==> src/rtl/ptimer_pkg.sv <==
`timescale 1ns/1ps
package ptimer_pkg;

    // Control register layout (bit 2 chain, bit 1 irq enable, bit 0 run)
    typedef struct packed {
        logic chain;
        logic irq_en;
        logic run_en;
    } ctl_t;

    // Register select within a channel window, word index of the offset
    typedef enum logic [1:0] {
        RG_LOAD = 2'd0,
        RG_CUR  = 2'd1,
        RG_CTL  = 2'd2,
        RG_FLAG = 2'd3
    } reg_sel_e;

    localparam int unsigned MCR_DIS_BIT = 1;
    localparam int unsigned CHAN_BASE   = 'h100;
    localparam int unsigned CHAN_STRIDE = 'h10;

    function automatic ctl_t to_ctl(input logic [2:0] bits);
        return ctl_t'(bits);
    endfunction

endpackage

==> src/rtl/ptimer_decode.sv <==
`timescale 1ns/1ps
module ptimer_decode
    import ptimer_pkg::*;
#(
    parameter int unsigned AW  = 12,
    parameter int unsigned NCH = 4,
    localparam int unsigned CW = (NCH > 1) ? $clog2(NCH) : 1
) (
    input  logic [AW-1:0] addr,
    output logic          is_mcr,
    output logic          is_chan,
    output logic [CW-1:0] ch_idx,
    output reg_sel_e      reg_sel
);
    localparam logic [AW-1:0] BASE  = AW'(CHAN_BASE);
    localparam logic [AW-1:0] LIMIT = AW'(CHAN_BASE + NCH * CHAN_STRIDE);

    logic [AW-1:0] off;

    always_comb begin
        off     = addr - BASE;
        is_mcr  = (addr == '0);
        is_chan = (addr >= BASE) && (addr < LIMIT) && (off[1:0] == 2'b00);
        ch_idx  = CW'(off >> 4);
        reg_sel = reg_sel_e'(off[3:2]);
    end
endmodule

==> src/rtl/ptimer_channel.sv <==
`timescale 1ns/1ps
module ptimer_channel
    import ptimer_pkg::*;
#(
    parameter int unsigned DW    = 32,
    parameter bit          FIRST = 1'b0
) (
    input  logic          clk,
    input  logic          rst,
    input  logic          mod_run,
    input  logic          prev_expire,
    input  logic          wr_load,
    input  logic          wr_ctl,
    input  logic          wr_flag,
    input  logic [DW-1:0] wdata,
    output logic [DW-1:0] load_o,
    output logic [DW-1:0] cur_o,
    output ctl_t          ctl_o,
    output logic          flag_o,
    output logic          expire_o,
    output logic          irq_o
);
    ctl_t          ctl_q;
    logic          en_q;
    logic [DW-1:0] load_q;
    logic [DW-1:0] cur_q;
    logic          flag_q;
    logic          start;
    logic          tick;
    logic          active;

    always_comb begin
        start    = ctl_q.run_en & ~en_q;
        tick     = (FIRST || !ctl_q.chain) ? 1'b1 : prev_expire;
        active   = mod_run & ctl_q.run_en & ~start & tick;
        expire_o = active & (cur_q == '0);
    end

    always_ff @(posedge clk) begin
        if (rst) begin
            ctl_q  <= '0;
            en_q   <= 1'b0;
            load_q <= '0;
            cur_q  <= '0;
            flag_q <= 1'b0;
        end else begin
            en_q <= ctl_q.run_en;
            if (wr_load) load_q <= wdata;
            if (wr_ctl)  ctl_q  <= to_ctl(wdata[2:0]);
            if (start)
                cur_q <= load_q;
            else if (active)
                cur_q <= (cur_q == '0) ? load_q : cur_q - 1'b1;
            if (expire_o)
                flag_q <= 1'b1;
            else if (wr_flag && wdata[0])
                flag_q <= 1'b0;
        end
    end

    assign load_o = load_q;
    assign cur_o  = cur_q;
    assign ctl_o  = ctl_q;
    assign flag_o = flag_q;
    assign irq_o  = flag_q & ctl_q.irq_en;


    reload_chk: assert property (@(posedge clk) disable iff (rst)
        expire_o |=> (cur_q == $past(load_q)) && flag_q);


    hold_chk: assert property (@(posedge clk) disable iff (rst)
        (!start && !(mod_run && ctl_q.run_en)) |=> $stable(cur_q));


    w1c_chk: assert property (@(posedge clk) disable iff (rst)
        (wr_flag && wdata[0] && !expire_o) |=> !flag_q);


    load_nochg_chk: assert property (@(posedge clk) disable iff (rst)
        (wr_load && active && cur_q != '0) |=> cur_q == $past(cur_q) - 1'b1);

endmodule

==> src/rtl/chain_tick_timer.sv <==
`timescale 1ns/1ps
module chain_tick_timer
    import ptimer_pkg::*;
#(
    parameter int unsigned AW  = 12,
    parameter int unsigned DW  = 32,
    parameter int unsigned NCH = 4
) (
    input  logic           clk,
    input  logic           rst,
    input  logic           bus_sel,
    input  logic           bus_wr,
    input  logic [AW-1:0]  bus_addr,
    input  logic [DW-1:0]  bus_wdata,
    output logic [DW-1:0]  bus_rdata,
    output logic [NCH-1:0] irq
);
    localparam int unsigned CW = (NCH > 1) ? $clog2(NCH) : 1;

    logic          is_mcr;
    logic          is_chan;
    logic [CW-1:0] ch_idx;
    reg_sel_e      reg_sel;
    logic          mdis_q;
    logic          wr_any;

    logic [DW-1:0] ld_a  [NCH];
    logic [DW-1:0] cur_a [NCH];
    ctl_t          ctl_a [NCH];
    logic          flg_a [NCH];
    logic [NCH-1:0] exp_v;

    ptimer_decode #(.AW(AW), .NCH(NCH)) u_dec (
        .addr    (bus_addr),
        .is_mcr  (is_mcr),
        .is_chan (is_chan),
        .ch_idx  (ch_idx),
        .reg_sel (reg_sel)
    );

    assign wr_any = bus_sel & bus_wr;

    always_ff @(posedge clk) begin
        if (rst)
            mdis_q <= 1'b1;
        else if (wr_any && is_mcr)
            mdis_q <= bus_wdata[MCR_DIS_BIT];
    end

    for (genvar i = 0; i < NCH; i++) begin : g_ch
        logic sel_me;
        logic prev_exp;
        assign sel_me = wr_any & is_chan & (ch_idx == CW'(i));
        if (i == 0) begin : g_head
            assign prev_exp = 1'b0;
        end else begin : g_link
            assign prev_exp = exp_v[i-1];
        end
        ptimer_channel #(.DW(DW), .FIRST(i == 0)) u_ch (
            .clk         (clk),
            .rst         (rst),
            .mod_run     (~mdis_q),
            .prev_expire (prev_exp),
            .wr_load     (sel_me && reg_sel == RG_LOAD),
            .wr_ctl      (sel_me && reg_sel == RG_CTL),
            .wr_flag     (sel_me && reg_sel == RG_FLAG),
            .wdata       (bus_wdata),
            .load_o      (ld_a[i]),
            .cur_o       (cur_a[i]),
            .ctl_o       (ctl_a[i]),
            .flag_o      (flg_a[i]),
            .expire_o    (exp_v[i]),
            .irq_o       (irq[i])
        );
    end

    always_comb begin
        bus_rdata = '0;
        if (bus_sel && !bus_wr) begin
            if (is_mcr) begin
                bus_rdata[MCR_DIS_BIT] = mdis_q;
            end else if (is_chan) begin
                case (reg_sel)
                    RG_LOAD: bus_rdata = ld_a[ch_idx];
                    RG_CUR:  bus_rdata = cur_a[ch_idx];
                    RG_CTL:  bus_rdata = DW'(ctl_a[ch_idx]);
                    RG_FLAG: bus_rdata = DW'(flg_a[ch_idx]);
                    default: bus_rdata = '0;
                endcase
            end
        end
    end


    unmapped_rd_chk: assert property (@(posedge clk) disable iff (rst)
        (bus_sel && !bus_wr && bus_addr >= AW'(CHAN_BASE + NCH * CHAN_STRIDE))
            |-> bus_rdata == '0);


    frozen_chk: assert property (@(posedge clk) disable iff (rst)
        (mdis_q && $past(mdis_q)) |-> exp_v == '0);

endmodule

==> config.mk <==
export PLATFORM = sky130hd
export DESIGN_NAME = chain_tick_timer
export DESIGN_NICKNAME = d
export VERILOG_FILES = /design/src/rtl/ptimer_pkg.sv /design/src/rtl/ptimer_decode.sv /design/src/rtl/ptimer_channel.sv /design/src/rtl/chain_tick_timer.sv
export SDC_FILE = /design/constraint.sdc
export NUM_CORES = 1
export LEC_CHECK = 0
export ABC_AREA = 1
export BUFFER_PORTS_ARGS = -buffer_cell sky130_fd_sc_hd__buf_4
export CORE_MARGIN = 3
export CORE_UTILIZATION = 45
export CTS_CLUSTER_SIZE = 20
export DETAILED_ROUTE_END_ITERATION = 10
export GPL_TIMING_DRIVEN = 1
export HOLD_SLACK_MARGIN = 0.02
export PLACE_DENSITY = 0.68
export SKIP_CTS_REPAIR_TIMING = 1
export SYNTH_ARGS = -nofsm -noshare
export SYNTH_HDL_FRONTEND = slang
export SYNTH_SLANG_ARGS = --single-unit
==> constraint.sdc <==
create_clock -name clk -period 2.15 [get_ports clk]
set_input_delay 0.3225 -clock clk [delete_from_list [all_inputs] [get_ports clk]]
set_output_delay 0.3225 -clock clk [all_outputs]
set_load 0.005 [all_outputs]
After elaboration in Yosys (flattened, before gate mapping)
Index checks and enable logic that the tools add are counted.
{ "word_totals": {"mem_bits_rw": 0, "reg_bits": 277, "in_bits": 48, "mem_count": 0, "wordCells": 160, "latchBits": 0, "out_inout_bits": 36, "mem_bits_ro": 0} }
{ "classes": {"div": 0, "addsub": 5, "eq_ne": 6, "n_lt_le_gt_ge": 3, "n_reduce_logical": 37, "muxes": 41, "mul": 0, "n_shift": 0, "bitwise": 39} }
{ "ops": {"columns": ["op", "n"], "rows": [
  ["two-way mux 32 bit", 18],
  ["binary-select mux 32 bit (select 2 bit)", 2],
  ["logical NOT 32 bit", 4],
  ["case mux 32 bit (4 select lines)", 1],
  ["subtractor 32 x 1 -> 32 bit, second input constant", 4],
  ["two-way mux 30 bit", 1],
  ["bitwise AND 1 bit", 29],
  ["logical AND 1 bit", 20],
  ["nonzero test 2 bit", 8],
  ["two-way mux 1 bit", 15],
  ["greater-or-equal comparator 12 x 9 -> 1 bit, second input constant", 1],
  ["logical NOT 12 bit", 1],
  ["< comparator 12 x 9 -> 1 bit, second input constant", 1],
  ["inverter 1 bit", 9],
  ["equality test 2 bit, second input constant", 4],
  ["binary-select mux 3 bit (select 2 bit)", 1],
  ["logical NOT 2 bit", 3],
  ["two-way mux 3 bit", 2],
  ["subtractor 6 x 1 -> 6 bit, second input constant", 1],
  ["equality test 2 x 1 -> 1 bit, second input constant", 2],
  ["greater-or-equal comparator 3 bit, second input constant", 1],
  ["inverter 2 -> 3 bit", 1],
  ["binary-select mux 1 bit (select 2 bit)", 1],
  ["logical NOT 1 bit", 1]
]} }

Longest topological paths before layout
{ "logic_depth": {"ltp_word": 15, "mapped_depth": 18, "ltp_nobuf": 17} }

Modules after synthesis
Synthesis repeated with hierarchy kept, for this count alone.
{ "unflattened": {"cells_unflattened": 2799, "hier_area_um2": 17349.1} }
{ "modules_own_cells": {"columns": ["mod", "area_per_inst_um2", "instances", "cells_per_inst", "seq_area_each_um2"], "rows": [
  ["ptimer_channel at g_ch[1].u_ch ...", 3722.3, 3, 570, 1381.3],
  ["ptimer_channel at g_ch[0].u_ch", 3792.4, 1, 583, 1381.3],
  ["chain_tick_timer", 2290.9, 1, 484, 20.0],
  ["ptimer_decode", 98.8, 1, 22, 0.0]
]} }

Worst setup path after synthesis
OpenSTA, ideal clock, no wires.
{ "synth_path": {"path_kind": "flip-flop to flip-flop", "from": "register g_ch[2].u_ch.cur_q[0]", "to": "register g_ch[2].u_ch.cur_q[28]", "period_less_slack_ps": 1964, "path_buffers": 0, "stages_incl_launch_ff": 12, "setup_ps": 132, "required_ps": 2018, "slack_ps": 186, "arrival_ps": 1832, "path_cell_list": "dfxtp_1 inv_1 ha_1 nand2_1 nor2_1 nand4_1 nand3b_1 or2_1 o21ai_0 nand2_1 nand2_1 a21oi_1"} }
{ "synth_via": {"elab_chain_len": 4, "word_cells_on_any_way": 5, "cone_classes": "add/sub (1); mux (3); reduce/logical (1)"} }
{ "synth_rtl": {"columns": ["element", "line_no", "text"], "rows": [
  ["start: declaration", "ptimer_channel.sv:26", "logic [DW-1:0] cur_q;"],
  ["start signal: assignment", "ptimer_channel.sv:51", "cur_q <= load_q;"],
  ["start signal: assignment", "ptimer_channel.sv:53", "cur_q <= (cur_q == '0) ? load_q : cur_q - 1'b1;"],
  ["subtractor 32 x 1 -> 32 bit or logical NOT 32 bit (tied branches)", "ptimer_channel.sv:53", null],
  ["two-way mux 32 bit *", "ptimer_channel.sv:53", null],
  ["two-way mux 32 bit *", "ptimer_channel.sv:52", "else if (active)"],
  ["two-way mux 32 bit *", "ptimer_channel.sv:50", "if (start)"]
]} }
Every way passes the cells marked *; elsewhere a longest branch is shown, timed or not. The select of a mux whose other input is x is not followed.
A chain may end at the register's enable or synchronous reset.

Worst setup path after layout
{ "layout_path": {"from": "register g_ch[0].u_ch.cur_q[8]", "to": "register g_ch[2].u_ch.cur_q[18]"} }
{ "layout_via": {"elab_chain_len": 8} }
{ "layout_rtl": {"columns": ["element", "line_no", "text"], "rows": [
  ["start: declaration", "ptimer_channel.sv:26", null],
  ["start signal: assignment", "ptimer_channel.sv:51", null],
  ["start signal: assignment", "ptimer_channel.sv:53", null],
  ["logical NOT 32 bit", "ptimer_channel.sv:36", "expire_o = active & (cur_q == '0);"],
  ["bitwise AND 1 bit", "ptimer_channel.sv:36", null],
  ["two-way mux 1 bit", "ptimer_channel.sv:34", "tick = (FIRST || !ctl_q.chain) ? 1'b1 : prev_expire;"],
  ["bitwise AND 1 bit", "ptimer_channel.sv:35", "active = mod_run & ctl_q.run_en & ~start & tick;"],
  ["bitwise AND 1 bit", "ptimer_channel.sv:36", null],
  ["two-way mux 1 bit", "ptimer_channel.sv:34", null],
  ["bitwise AND 1 bit", "ptimer_channel.sv:35", null],
  ["nonzero test 2 bit (no line)", null, null]
]} }
No other way between the ends.

==> qor.yml <==
outcome:
  status: "finished with violations"
  failed_checks: "setup timing"
power:
  ir_worst_vdd_v: 0.000579
  p_per_area_nw_per_um2: 520
  swShare: 0.251
  pwr-share-clk: 0.491
  combPwrFrac: 0.076
  pwr-share-seq: 0.434
  p_sw_uw: 2970
  p_leak_uw: 0.00954
  p_int_uw: 8870
clock_network:
  htree_num_levels: 2
  cts_tree: "built"
  cts_sinks: 277
  cts-root-buf: "clkbuf_16"
  cts_made_buffers: 35
  clkSlewWorstSetupHoldPaths_ns: 0.06
  ctsLongestPathBuffers: 3
  insertion_delay_ns: 0.54
worst_hold_path:
  hold_depth: 3
  hold_end: "g_ch[1].u_ch.load_o[14]$_SDFFE_PP0P_"
  worst_hold_startpoint: "bus_wdata[14]"
  min_path_type: "primary input to flop"
critical_path:
  startpoint_type: "flop"
  reg2reg_depth: 14
  path_max_fanout: 10
  cp-end-kind: "flop"
  crit_start: "g_ch[0].u_ch.cur_o[8]$_SDFFE_PP0P_"
  crit_arrival_ns: 2.74
  r2r_end: "g_ch[2].u_ch.cur_o[18]$_SDFFE_PP0P_"
  rr_startpoint: "g_ch[0].u_ch.cur_o[8]$_SDFFE_PP0P_"
  criticalPathCategory: "flop to flop"
  crit_required_ns: 2.61
  r2r_slack_ns: -0.13
floorplan:
  std_cell_rows: 68
  die_area_um2: 37900
  die_w_um: 195
  fp.dieH_um: 195
  start_util: 0.461
  boundaryPins: 84
  core_area_um2: 34800
synth:
  synth-async-reset-ratio: 0
  synth_cells: 2453
  synth_nets: 2509
  synth_area_um2: 16000
  synth.distinct_cells: 47
  syn_area_per_cell_um2: 6.54
  synthFlopType: "dfxtp_1"
  ys_seq_area_frac: 0.346
  synth_seq_cells: 277
  yosys_warnings: 0
  synth_edf_count: 0
timing:
  maxSlewHeadroom: 0.551
  fin_skew_ns: 0.0264
  tns_ns: -5.57
  hold_viol: 0
  finalSetupViolCount: 86
  min_period_ns: 2.28
  maxSlewViolCount: 0
  fin_crit_sh: 1.06
  worst_slew_pin_slew_ns: 0.674
  fmax_mhz: 439
  rsz0062_at_grt: "true"
  timing.final.ws_setup_ns: -0.130
global_route:
  grt_util_all_layers: 0.356
  grt_pass1_vias: 17513
  grt_pass1_wl_mm: 105
  grt_start_max_net_pins: 98
  overflow: 0
  grt_antenna_before_repair: 0
drt:
  ant_nets: 0
  routedWlPerCell_um: 22.5
  wl_mm: 74.3
  dr.first_iter.drc_count: 2451
  dr.pass1.iters: 6
  drc: 0
  vias_per_cell: 5.94
  num_vias: 19646
cells_and_area:
  fin_util: 0.654
  antenna_cells: 0
  syn_to_final_growth_pct: 42.0
  drive_gt1_frac: 0.282
  finish.instance_area_um2: 22800
  nets: 2889
  n_fill_cell: 3125
place:
  hpwl_mm: 53.5
  place_congestion: 1.05
  place.port_buffers: 83
  dpl_cell_area_um2: 19700
job:
  maxCapViolations: 0
[layout by cell type (no fill, tap or decap), types with 25 or more instances in the layout]
cell type and count:
nor2_2 25, o22ai_2 26, o22ai_1 35, buf_4 422, buf_12 37, clkbuf_16 47, nor3_1 34, inv_1 257
dfxtp_1 239, o21ai_0 250, nand2_1 376, a21oi_1 281, a31oi_1 32, nand2_2 25, xor2_1 71, nor2_1 200
dfxtp_2 38, nand3_1 131, o211ai_1 27
[cell families (layout without fill, tap and decap cells)]
group / after synthesis / after routing / share of synthesized area
simple gates: 885 / 885 / 0.234
compound gates: 775 / 775 / 0.267
flops: 277 / 277 / 0.346
xor+xnor: 74 / 74 / 0.0404
buf+inv: 434 / 834 / 0.107
fa+ha+maj: 8 / 8 / 0.00624
[power groups by stage]
stage / clock network [µW] / registers (µW) / logic (µW)
6_report: 5810 / 5130 / 894
4_1_cts: 5820 / 5130 / 693
3_5_place_dp: 0 / 5250 / 691
3_3_place_gp: 0 / 5250 / 691
5_1_grt: 6060 / 5130 / 921
2_1_floorplan: 0 / 5250 / 278
[critical path, stage by stage, from the launching register on]
cell	delay, ns
dfxtp_1	0.34
nor2_4	0.15
nand2_2	0.10
nor2_2	0.13
nand2_1	0.10
nor2_1	0.11
nand2_1	0.12
nand2_2	0.12
nand3_4	0.13
nand2_4	0.13
nand2_2	0.12
nand2_8	0.17
clkbuf_16	0.18
o211ai_1	0.08
a21oi_1	0.20
[cell type report]
cell class                      count  area (µm²)  area share
Tap cell                          455         569      0.0250
Multi-Input combinational cell   1742        9910       0.435
Inverter                          279        1080      0.0473
Clock inverter                      9        93.8     0.00412
Timing Repair Buffer              498        4510       0.198
Sequential cell                   277        5590       0.246
Clock buffer                       48        1010      0.0442
[synthesized netlist by cell type, types with 3 or more instances]
cell type / number / area (µm²)
o211ai_1: 27 / 203
nand3_1: 136 / 681
nor4_1: 13 / 81.3
buf_1: 8 / 30.0
nor3_1: 48 / 240
dfxtp_1: 277 / 5550
nor2_2: 9 / 56.3
a2111oi_0: 8 / 70.1
o21ai_0: 284 / 1420
o2111ai_1: 14 / 123
a22oi_1: 7 / 52.6
buf_6: 3 / 33.8
buf_2: 23 / 115
inv_1: 270 / 1010
nor2_1: 230 / 863
buf_4: 7 / 52.6
clkbuf_1: 113 / 424
ha_1: 8 / 100
a31oi_1: 32 / 200
o2bb2ai_1: 8 / 70.1
clkinv_1: 7 / 26.3
nor2_4: 3 / 33.8
o22ai_1: 64 / 400
nand2_2: 5 / 31.3
a21oi_1: 308 / 1540
nand4_1: 24 / 150
o221ai_1: 9 / 78.8
nand2_1: 404 / 1520
xor2_1: 72 / 631
a221oi_1: 7 / 61.3
[layer usage]
layer,track usage,share of wire
met5,0,0
met3,0.0555,0.10
met1,0.482,0.40
met4,0.211,0.069
met2,0.537,0.43
[registers in the layout, indices dropped and copies added (netlist names)]
register          flops
g_ch.u_ch.ctl_o      12
g_ch.u_ch.cur_o     128
g_ch.u_ch.en_q        4
g_ch.u_ch.flag_o      4
g_ch.u_ch.load_o    128
mdis_q                1
[per-stage QoR]
| step | total power, µW | hold slack (ns) | setup slack (ns) | cells |
|---|---|---|---|---|
| floorplan | 5520 | 0.430 | 0.186 | 2453 |
| global placement | 5940 | 0.443 | -0.662 | 3204 |
| detailed placement | 5940 | 0.447 | -0.649 | 3204 |
| CTS | 11600 | 0.0763 | -0.648 | 3261 |
| global route | 12100 | 0.103 | -0.208 | 3308 |
| finish | 11800 | 0.0906 | -0.130 | 3308 |
[worst max-delay path by stage]
stage,to,cells after the start
3_3_place_gp,bus_rdata[17],9
2_1_floorplan,g_ch[2].u_ch.cur_o[28]$_SDFFE_PP0P_,11
3_5_place_dp,bus_rdata[17],9
5_1_grt,g_ch[3].u_ch.cur_o[17]$_SDFFE_PP0P_,17
6_report,g_ch[2].u_ch.cur_o[18]$_SDFFE_PP0P_,14
4_1_cts,bus_rdata[17],9
No activity file was read; power rests on OpenSTA's default activity.
